<file path="config.mk">
export PLATFORM = sky130hd
export DESIGN_NAME = decode_branch_resolver
export DESIGN_NICKNAME = d
export VERILOG_FILES = /design/src/rtl/dbr_pkg.sv /design/src/rtl/dbr_cond.sv /design/src/rtl/dbr_target.sv /design/src/rtl/dbr_hazard.sv /design/src/rtl/dbr_policy.sv /design/src/rtl/decode_branch_resolver.sv
export SDC_FILE = /design/constraint.sdc
export NUM_CORES = 1
export LEC_CHECK = 0
export CAP_MARGIN = 20
export CORE_MARGIN = 4
export CORE_UTILIZATION = 35
export CTS_BUF_LIST = sky130_fd_sc_hd__clkbuf_4
export DETAILED_ROUTE_END_ITERATION = 8
export DONT_BUFFER_PORTS = 1
export PLACE_DENSITY = 0.49
export SYNTH_ARGS = -nofsm -noshare
export SYNTH_HDL_FRONTEND = slang
export SYNTH_SLANG_ARGS = --single-unit
</file>
<file path="constraint.sdc">
create_clock -name clk_i -period 4.9 [get_ports clk_i]
set_clock_uncertainty 0.1 [all_clocks]
set_input_delay 0.98 -clock clk_i [delete_from_list [all_inputs] [get_ports clk_i]]
set_output_delay 0.98 -clock clk_i [all_outputs]
set_load 0.005 [all_outputs]
</file>
<file path="src/rtl/dbr_pkg.sv">
package dbr_pkg;
  typedef enum logic [1:0] {
    BK_NONE = 2'b00,
    BK_EQZ  = 2'b01,
    BK_NEZ  = 2'b10,
    BK_RSVD = 2'b11
  } br_kind_e;

  function automatic logic is_cond_branch(input br_kind_e k);
    return (k == BK_EQZ) || (k == BK_NEZ);
  endfunction
endpackage

</file>
<file path="src/rtl/dbr_cond.sv">
module dbr_cond
  import dbr_pkg::*;
#(
  parameter int unsigned XLEN = 32
) (
  input  logic            valid_i,
  input  br_kind_e        kind_i,
  input  logic [XLEN-1:0] val_i,
  output logic            is_br_o,
  output logic            taken_o
);
  logic is_zero;

  assign is_zero = (val_i == '0);
  assign is_br_o = valid_i && is_cond_branch(kind_i);

  always_comb begin
    taken_o = 1'b0;
    if (valid_i) begin
      unique case (kind_i)
        BK_EQZ:  taken_o = is_zero;
        BK_NEZ:  taken_o = !is_zero;
        default: taken_o = 1'b0;
      endcase
    end
  end
endmodule

</file>
<file path="src/rtl/dbr_target.sv">
module dbr_target #(
  parameter int unsigned XLEN  = 32,
  parameter int unsigned OFF_W = 16,
  parameter int unsigned SHIFT = 2
) (
  input  logic [XLEN-1:0]  base_i,
  input  logic [OFF_W-1:0] off_i,
  output logic [XLEN-1:0]  target_o
);
  localparam int unsigned EXT_W = XLEN - OFF_W - SHIFT;

  logic [XLEN-1:0] disp;

  generate
    if (SHIFT == 0) begin : g_noshift
      assign disp = {{EXT_W{off_i[OFF_W-1]}}, off_i};
    end else begin : g_shift
      assign disp = {{EXT_W{off_i[OFF_W-1]}}, off_i, {SHIFT{1'b0}}};
    end
  endgenerate

  assign target_o = base_i + disp;
endmodule

</file>
<file path="src/rtl/dbr_hazard.sv">
module dbr_hazard #(
  parameter int unsigned RA_W = 5
) (
  input  logic            clk_i,
  input  logic            rst_ni,
  input  logic            br_i,
  input  logic [RA_W-1:0] rs_idx_i,
  input  logic            ex_wr_en_i,
  input  logic [RA_W-1:0] ex_rd_i,
  output logic            stall_o
);
  logic match;
  logic stalled_q;

  assign match   = br_i && ex_wr_en_i && (ex_rd_i == rs_idx_i) && (rs_idx_i != '0);
  // one bubble suffices: producer has left EX by the next cycle
  assign stall_o = match && !stalled_q;

  always_ff @(posedge clk_i or negedge rst_ni) begin
    if (!rst_ni) stalled_q <= 1'b0;
    else         stalled_q <= stall_o;
  end
endmodule

</file>
<file path="src/rtl/dbr_policy.sv">
module dbr_policy #(
  parameter bit DELAY_SLOT = 1'b0
) (
  input  logic taken_i,
  input  logic stall_i,
  output logic redirect_o,
  output logic squash_o
);
  assign redirect_o = taken_i && !stall_i;

  generate
    if (DELAY_SLOT) begin : g_slot
      assign squash_o = 1'b0;
    end else begin : g_pnt
      assign squash_o = redirect_o;
    end
  endgenerate
endmodule

</file>
<file path="src/rtl/decode_branch_resolver.sv">
module decode_branch_resolver
  import dbr_pkg::*;
#(
  parameter int unsigned XLEN       = 32,
  parameter int unsigned OFF_W      = 16,
  parameter int unsigned RA_W       = 5,
  parameter int unsigned SHIFT      = 2,
  parameter bit          DELAY_SLOT = 1'b0
) (
  input  logic             clk_i,
  input  logic             rst_ni,
  input  logic             id_valid_i,
  input  logic [1:0]       br_kind_i,
  input  logic [RA_W-1:0]  rs_idx_i,
  input  logic [XLEN-1:0]  rs_val_i,
  input  logic [OFF_W-1:0] offset_i,
  input  logic [XLEN-1:0]  pc_plus4_i,
  input  logic             ex_wr_en_i,
  input  logic [RA_W-1:0]  ex_rd_i,
  output logic             stall_o,
  output logic             redirect_o,
  output logic [XLEN-1:0]  target_o,
  output logic [XLEN-1:0]  next_pc_o,
  output logic             squash_o
);
  br_kind_e kind;
  logic     is_br;
  logic     taken;

  assign kind = br_kind_e'(br_kind_i);

  dbr_cond #(.XLEN(XLEN)) u_cond (
    .valid_i (id_valid_i),
    .kind_i  (kind),
    .val_i   (rs_val_i),
    .is_br_o (is_br),
    .taken_o (taken)
  );

  dbr_target #(.XLEN(XLEN), .OFF_W(OFF_W), .SHIFT(SHIFT)) u_target (
    .base_i   (pc_plus4_i),
    .off_i    (offset_i),
    .target_o (target_o)
  );

  dbr_hazard #(.RA_W(RA_W)) u_hazard (
    .clk_i      (clk_i),
    .rst_ni     (rst_ni),
    .br_i       (is_br),
    .rs_idx_i   (rs_idx_i),
    .ex_wr_en_i (ex_wr_en_i),
    .ex_rd_i    (ex_rd_i),
    .stall_o    (stall_o)
  );

  dbr_policy #(.DELAY_SLOT(DELAY_SLOT)) u_policy (
    .taken_i    (taken),
    .stall_i    (stall_o),
    .redirect_o (redirect_o),
    .squash_o   (squash_o)
  );

  assign next_pc_o = redirect_o ? target_o : pc_plus4_i;
endmodule

</file>
==> impl_metrics.json, run 1 <==
{
  "clk_pin_slew_ns": 0,
  "num_vias": 2299,
  "area_delta_synth_final_pct": 0.870,
  "rows": 30,
  "start_util": 0.360,
  "synth.distinct_cells": 54,
  "ys_seq_area_frac": 0.0102,
  "min_period_ns": 4.43,
  "tns_ns": 0,
  "boundaryPins": 163,
  "cp_cell_sequence": "ha_1 > inv_1 > fa_1 > and2b_1 > o2111ai_1 > a2111oi_0 > a211o_1 > o2111ai_1 > and4_1 > a211o_1",
  "hp-class": "flip-flop to flip-flop",
  "synth_edf_count": 0,
  "grt-ovfl-total": 0,
  "hold_violations": 0,
  "die_w_um": 91.6,
  "synth_compound_area_frac": 0.309,
  "synth_nets": 445,
  "power_leakage_nw": 1.03,
  "worstSetupPathType": "input pin to primary output",
  "diodes": 0,
  "tightest_slew_ns": 0.961,
  "synth_top_family_by_area": "compound AO/OA/AOI/OAI gates",
  "drt-total-wl_um": 7230,
  "fmax_ghz": 0.226,
  "first_global_vias": 2250,
  "top_regs": "u_hazard.stalled_q: 1 flops",
  "relSlewSlack": 0.357,
  "cts_hold_buf": 0,
  "critPathMaxStageDelay_ns": 0.42,
  "avgViaCountPerCell": 5.84,
  "total_power_uw": 328,
  "cp_max_fo": 4,
  "grt_pass1_wl_um": 11300,
  "switching_share": 0.583,
  "insertion_delay_ns": 0,
  "power_frac_seq": 0.026,
  "nNetsFinal": 428,
  "max-cap-violations": 0,
  "syn-cell-area_um2": 2440,
  "fp.dieArea_um2": 8380,
  "powerDensity_nw_per_um2": 133,
  "cp_data_required_time_ns": 3.82,
  "postSynth.asyncResetShare": 1.00,
  "drive_gt1_frac": 0.144,
  "end_kind": "primary output",
  "nFillCells": 725,
  "largest-register": "u_hazard.stalled_q",
  "dominantRegCellSynth": "dfrtp_1",
  "grt_max_degree": 19,
  "slowest_stage": "a2111oi_0",
  "synth-adder-area-share": 0.167,
  "pwr-share-comb": 0.974,
  "synth-seq-cells": 1,
  "cp.arrival_ns": 3.35,
  "internal-power_uw": 137,
  "yosys_warnings": 0,
  "synthXorXnorAreaFrac": 0.118,
  "hpwlAfterDp_um": 6320,
  "syn_inst": 317,
  "muxShareOfSynthArea": 0.128,
  "rsz0062_at_grt": "false",
  "drt-pass1-iter-count": 4,
  "avgRoutedWirePerCell_um": 18.4,
  "fin_hold_ws_ns": 0.455,
  "fin_crit_sh": 0.904,
  "grt_usage": 0.157,
  "synthSimpleGateAreaFrac": 0.196,
  "core-area_um2": 6790,
  "drtIter0Drc": 115,
  "p_sw_uw": 191,
  "slew_violations": 0,
  "gp_congestion": 0.876,
  "status": "complete, no violations",
  "die_h_um": 91.6,
  "postSynthAreaPerCell_um2": 7.71,
  "largest_register_ff_count": 1,
  "drc_errors": 0,
  "post_cts_resized": 0,
  "antenna_found_initial": 0,
  "cp-start-kind": "input pin",
  "clkPwrFrac": 0,
  "port_buffers": 0,
  "setup_viol": 0,
  "drtAntennaViolNets": 0,
  "cts_setup_buffers": 0,
  "irDropWorstVdd_uv": 52.8
}
area by class of cell:
| class | count | area (um2) | share of cell area |
|---|---|---|---|
| tap | 96 | 120 | 0.0487 |
| sequential | 1 | 25.0 | 0.0102 |
| timing repair buffer | 2 | 27.5 | 0.0112 |
| inverter | 11 | 41.3 | 0.0168 |
| multi-input combinational | 284 | 2250 | 0.913 |
critical path: cells and delay by family:
kind / cells / cell delay (ns)
buffers and inverters: 1 / 0.06
and+or+nand+nor: 2 / 0.45
adders and majority gates: 2 / 0.54
AOI/OAI and AO/OA: 5 / 1.32
path summary, 6_finish.rpt:
path	slack (ns)	endpoint	from	cells past startpoint
worst max-delay path	0.47	next_pc_o[28]	offset_i[0]	10
worst min-delay path	0.46	u_hazard.stalled_q	u_hazard.stalled_q	2
worst max register to register	3.29	u_hazard.stalled_q	u_hazard.stalled_q	2
worst min register to register	0.46	u_hazard.stalled_q	u_hazard.stalled_q	2
max in group asynchronous	4.05	u_hazard.stalled_q	rst_ni	0
min in group asynchronous	0.58	u_hazard.stalled_q	rst_ni	0
through the flow:
stage / worst slack [ns] / area [um2] / std cells / util
after floorplan: 0.767 / 2440 / 317 / -
after global placement: 0.461 / 2460 / 394 / 0.363
after detailed placement: 0.456 / 2460 / 394 / 0.363
after CTS: 0.440 / 2460 / 394 / 0.363
after global routing: 0.268 / 2460 / 394 / 0.363
final: 0.471 / 2460 / 394 / 0.363
logic make-up (layout without fill, tap and decap cells):
group           Yosys count  in the layout
compound gates          100            100
simple gates             91             91
xor+xnor                 33             33
fa+ha+maj                32             32
buf+inv                  32             13
mux                      28             28
flops                     1              1
cell usage in the layout (no fill, tap or decap), drive strengths merged, types with 3 or more instances in the layout:
cell    instances
or3             3
xor2           17
nand3           8
nand4           9
nor3            3
a221oi          3
nand2b          3
nor4            8
a21o           20
a31oi           4
o21ai          15
and2b           3
nand2          30
inv            11
xnor2          16
and4            5
o21a            3
ha             31
nor2           12
mux2           26
o21bai          6
o211ai          3
a21oi          25
a211oi          4
power by group through the flow:
stage / clock network (mW) / registers, mW / logic [mW]
final: 0 / 0.00846 / 0.320
after floorplan: 0 / 0.00846 / 0.265
after detailed placement: 0 / 0.00846 / 0.319
after global placement: 0 / 0.00846 / 0.319
after CTS: 0 / 0.00846 / 0.321
after global routing: 0 / 0.00846 / 0.356
routing by layer:
layer	track usage	part of all wire
met3	0.0116	0.057
met5	0	0
met2	0.270	0.48
met4	0	0
met1	0.226	0.47
Yosys cell counts, types with 5 or more instances:
library cell	instances	share of area
a21o_1	20	0.061
a21oi_1	23	0.047
and4_1	5	0.018
buf_4	6	0.018
clkbuf_1	9	0.014
ha_1	31	0.16
inv_1	11	0.017
mux2_2	26	0.12
nand2_1	30	0.046
nand3_1	8	0.016
nand4_1	9	0.023
nor2_1	12	0.018
nor4_1	8	0.020
o21ai_0	12	0.025
o21bai_1	6	0.018
xnor2_1	16	0.057
xor2_1	17	0.061
Note: power is estimated with default switching activity, not from simulation.
==> inputs of run 2 (changes only) <==
--- a/config.mk
+++ b/config.mk
@@ -6,6 +6,7 @@
 export NUM_CORES = 1
 export LEC_CHECK = 0
 export CAP_MARGIN = 20
+export CORE_ASPECT_RATIO = 0.75
 export CORE_MARGIN = 4
 export CORE_UTILIZATION = 35
 export CTS_BUF_LIST = sky130_fd_sc_hd__clkbuf_4
==> impl_metrics.json, run 2 (same netlist as run 1, synthesis figures left out) <==
{
  "power_leakage_nw": 1.02,
  "nNetsFinal": 427,
  "insertion_delay_ns": 0,
  "diodes": 0,
  "powerDensity_nw_per_um2": 135,
  "die_h_um": 80.4,
  "post_cts_resized": 0,
  "drtIter0Drc": 69,
  "min_period_ns": 4.48,
  "tns_ns": 0,
  "rows": 26,
  "nFillCells": 716,
  "min_path_cells": 2,
  "port_buffers": 0,
  "grt-ovfl-total": 0,
  "drc_errors": 0,
  "cts_hold_buf": 0,
  "cp_data_required_time_ns": 3.82,
  "cp-start-kind": "input pin",
  "drt-pass1-iter-count": 4,
  "avgViaCountPerCell": 6.04,
  "cp_max_fo": 4,
  "cts_setup_buffers": 0,
  "area_delta_synth_final_pct": -0.563,
  "rr_worst_depth": 2,
  "place_inst": 381,
  "first_global_vias": 2284,
  "tightest_slew_ns": 1.01,
  "fin_cells": 381,
  "max-cap-violations": 0,
  "grt_max_degree": 21,
  "total_power_uw": 328,
  "gp_congestion": 0.836,
  "hp-class": "flip-flop to flip-flop",
  "core-area_um2": 6800,
  "relSlewSlack": 0.325,
  "cp.arrival_ns": 3.40,
  "fp.dieArea_um2": 8400,
  "die_w_um": 104,
  "num_vias": 2303,
  "avgRoutedWirePerCell_um": 19.3,
  "fin_crit_sh": 0.914,
  "top_regs": "u_hazard.stalled_q: 1 flops",
  "drt-total-wl_um": 7340,
  "hold_violations": 0,
  "status": "complete, no violations",
  "end_kind": "primary output",
  "setup_viol": 0,
  "clk_pin_slew_ns": 0,
  "irDropWorstVdd_uv": 55.0,
  "final_common_cell": "ha_1",
  "fmax_ghz": 0.223,
  "worstSetupPathType": "input pin to primary output",
  "drive_gt1_frac": 0.141,
  "grt_pass1_wl_um": 11100,
  "start_util": 0.359,
  "boundaryPins": 163,
  "antenna_found_initial": 0,
  "rsz0062_at_grt": "false",
  "largest-register": "u_hazard.stalled_q",
  "grt_usage": 0.158,
  "mostFrequentLayoutCells": "31 x ha_1, 30 x nand2_1, 26 x mux2_2",
  "slew_violations": 0,
  "drtAntennaViolNets": 0,
  "hpwlAfterDp_um": 6390,
  "largest_register_ff_count": 1
}
## run 2: worst paths after layout
| check | startpoint | endpoint | slack, ns |
|---|---|---|---|
| hold / removal | u_hazard.stalled_q | u_hazard.stalled_q | 0.44 |
| max in group asynchronous | rst_ni | u_hazard.stalled_q | 4.05 |
| setup reg to reg | u_hazard.stalled_q | u_hazard.stalled_q | 3.34 |
| setup / recovery | offset_i[0] | next_pc_o[28] | 0.42 |
| min in group asynchronous | rst_ni | u_hazard.stalled_q | 0.58 |
| hold reg to reg | u_hazard.stalled_q | u_hazard.stalled_q | 0.44 |
## run 2: layer usage
metal,part of all wire,vias to the layer above,track usage,wire length (um)
li1,-,1162,-,-
met1,0.46,1043,0.203,3370
met2,0.47,98,0.297,3460
met3,0.069,0,0.0209,510
met4,0,0,0.00133,0
met5,0,-,0,0
## run 2: area by class of cell
class | instances | area, um2 | share of cell area
Tap cell | 84 | 105 | 0.0433
Sequential cell | 1 | 25.0 | 0.0103
Multi-Input combinational cell | 284 | 2250 | 0.926
Timing Repair Buffer | 1 | 7.51 | 0.00309
Inverter | 11 | 41.3 | 0.0170
## run 2: power breakdown
| part | total (mW) | internal, mW | switching (mW) | leakage, nW |
|---|---|---|---|---|
| Clock | 0 | 0 | 0 | 0 |
| Combinational | 0.319 | 0.127 | 0.192 | 1.01 |
| Sequential | 0.00846 | 0.00845 | 0.00000939 | 0.0140 |
| Total | 0.328 | 0.136 | 0.192 | 1.02 |
## run 2: per-stage QoR
step                setup WS, ns  area (um2)  hold slack (ns)   util
floorplan                  0.767        2440            0.422      -
global placement           0.477        2430            0.442  0.357
detailed placement         0.433        2430            0.445  0.357
CTS                        0.401        2430            0.446  0.357
global route               0.218        2430            0.487  0.357
finish                     0.422        2430            0.441  0.357
## run 2: critical path, stage by stage
cell       delay, ns
ha_1            0.15
inv_1           0.05
fa_1            0.39
and2b_1         0.24
o2111ai_1       0.18
a2111oi_0       0.51
a211o_1         0.26
o2111ai_1       0.15
and4_1          0.21
a211o_1         0.29
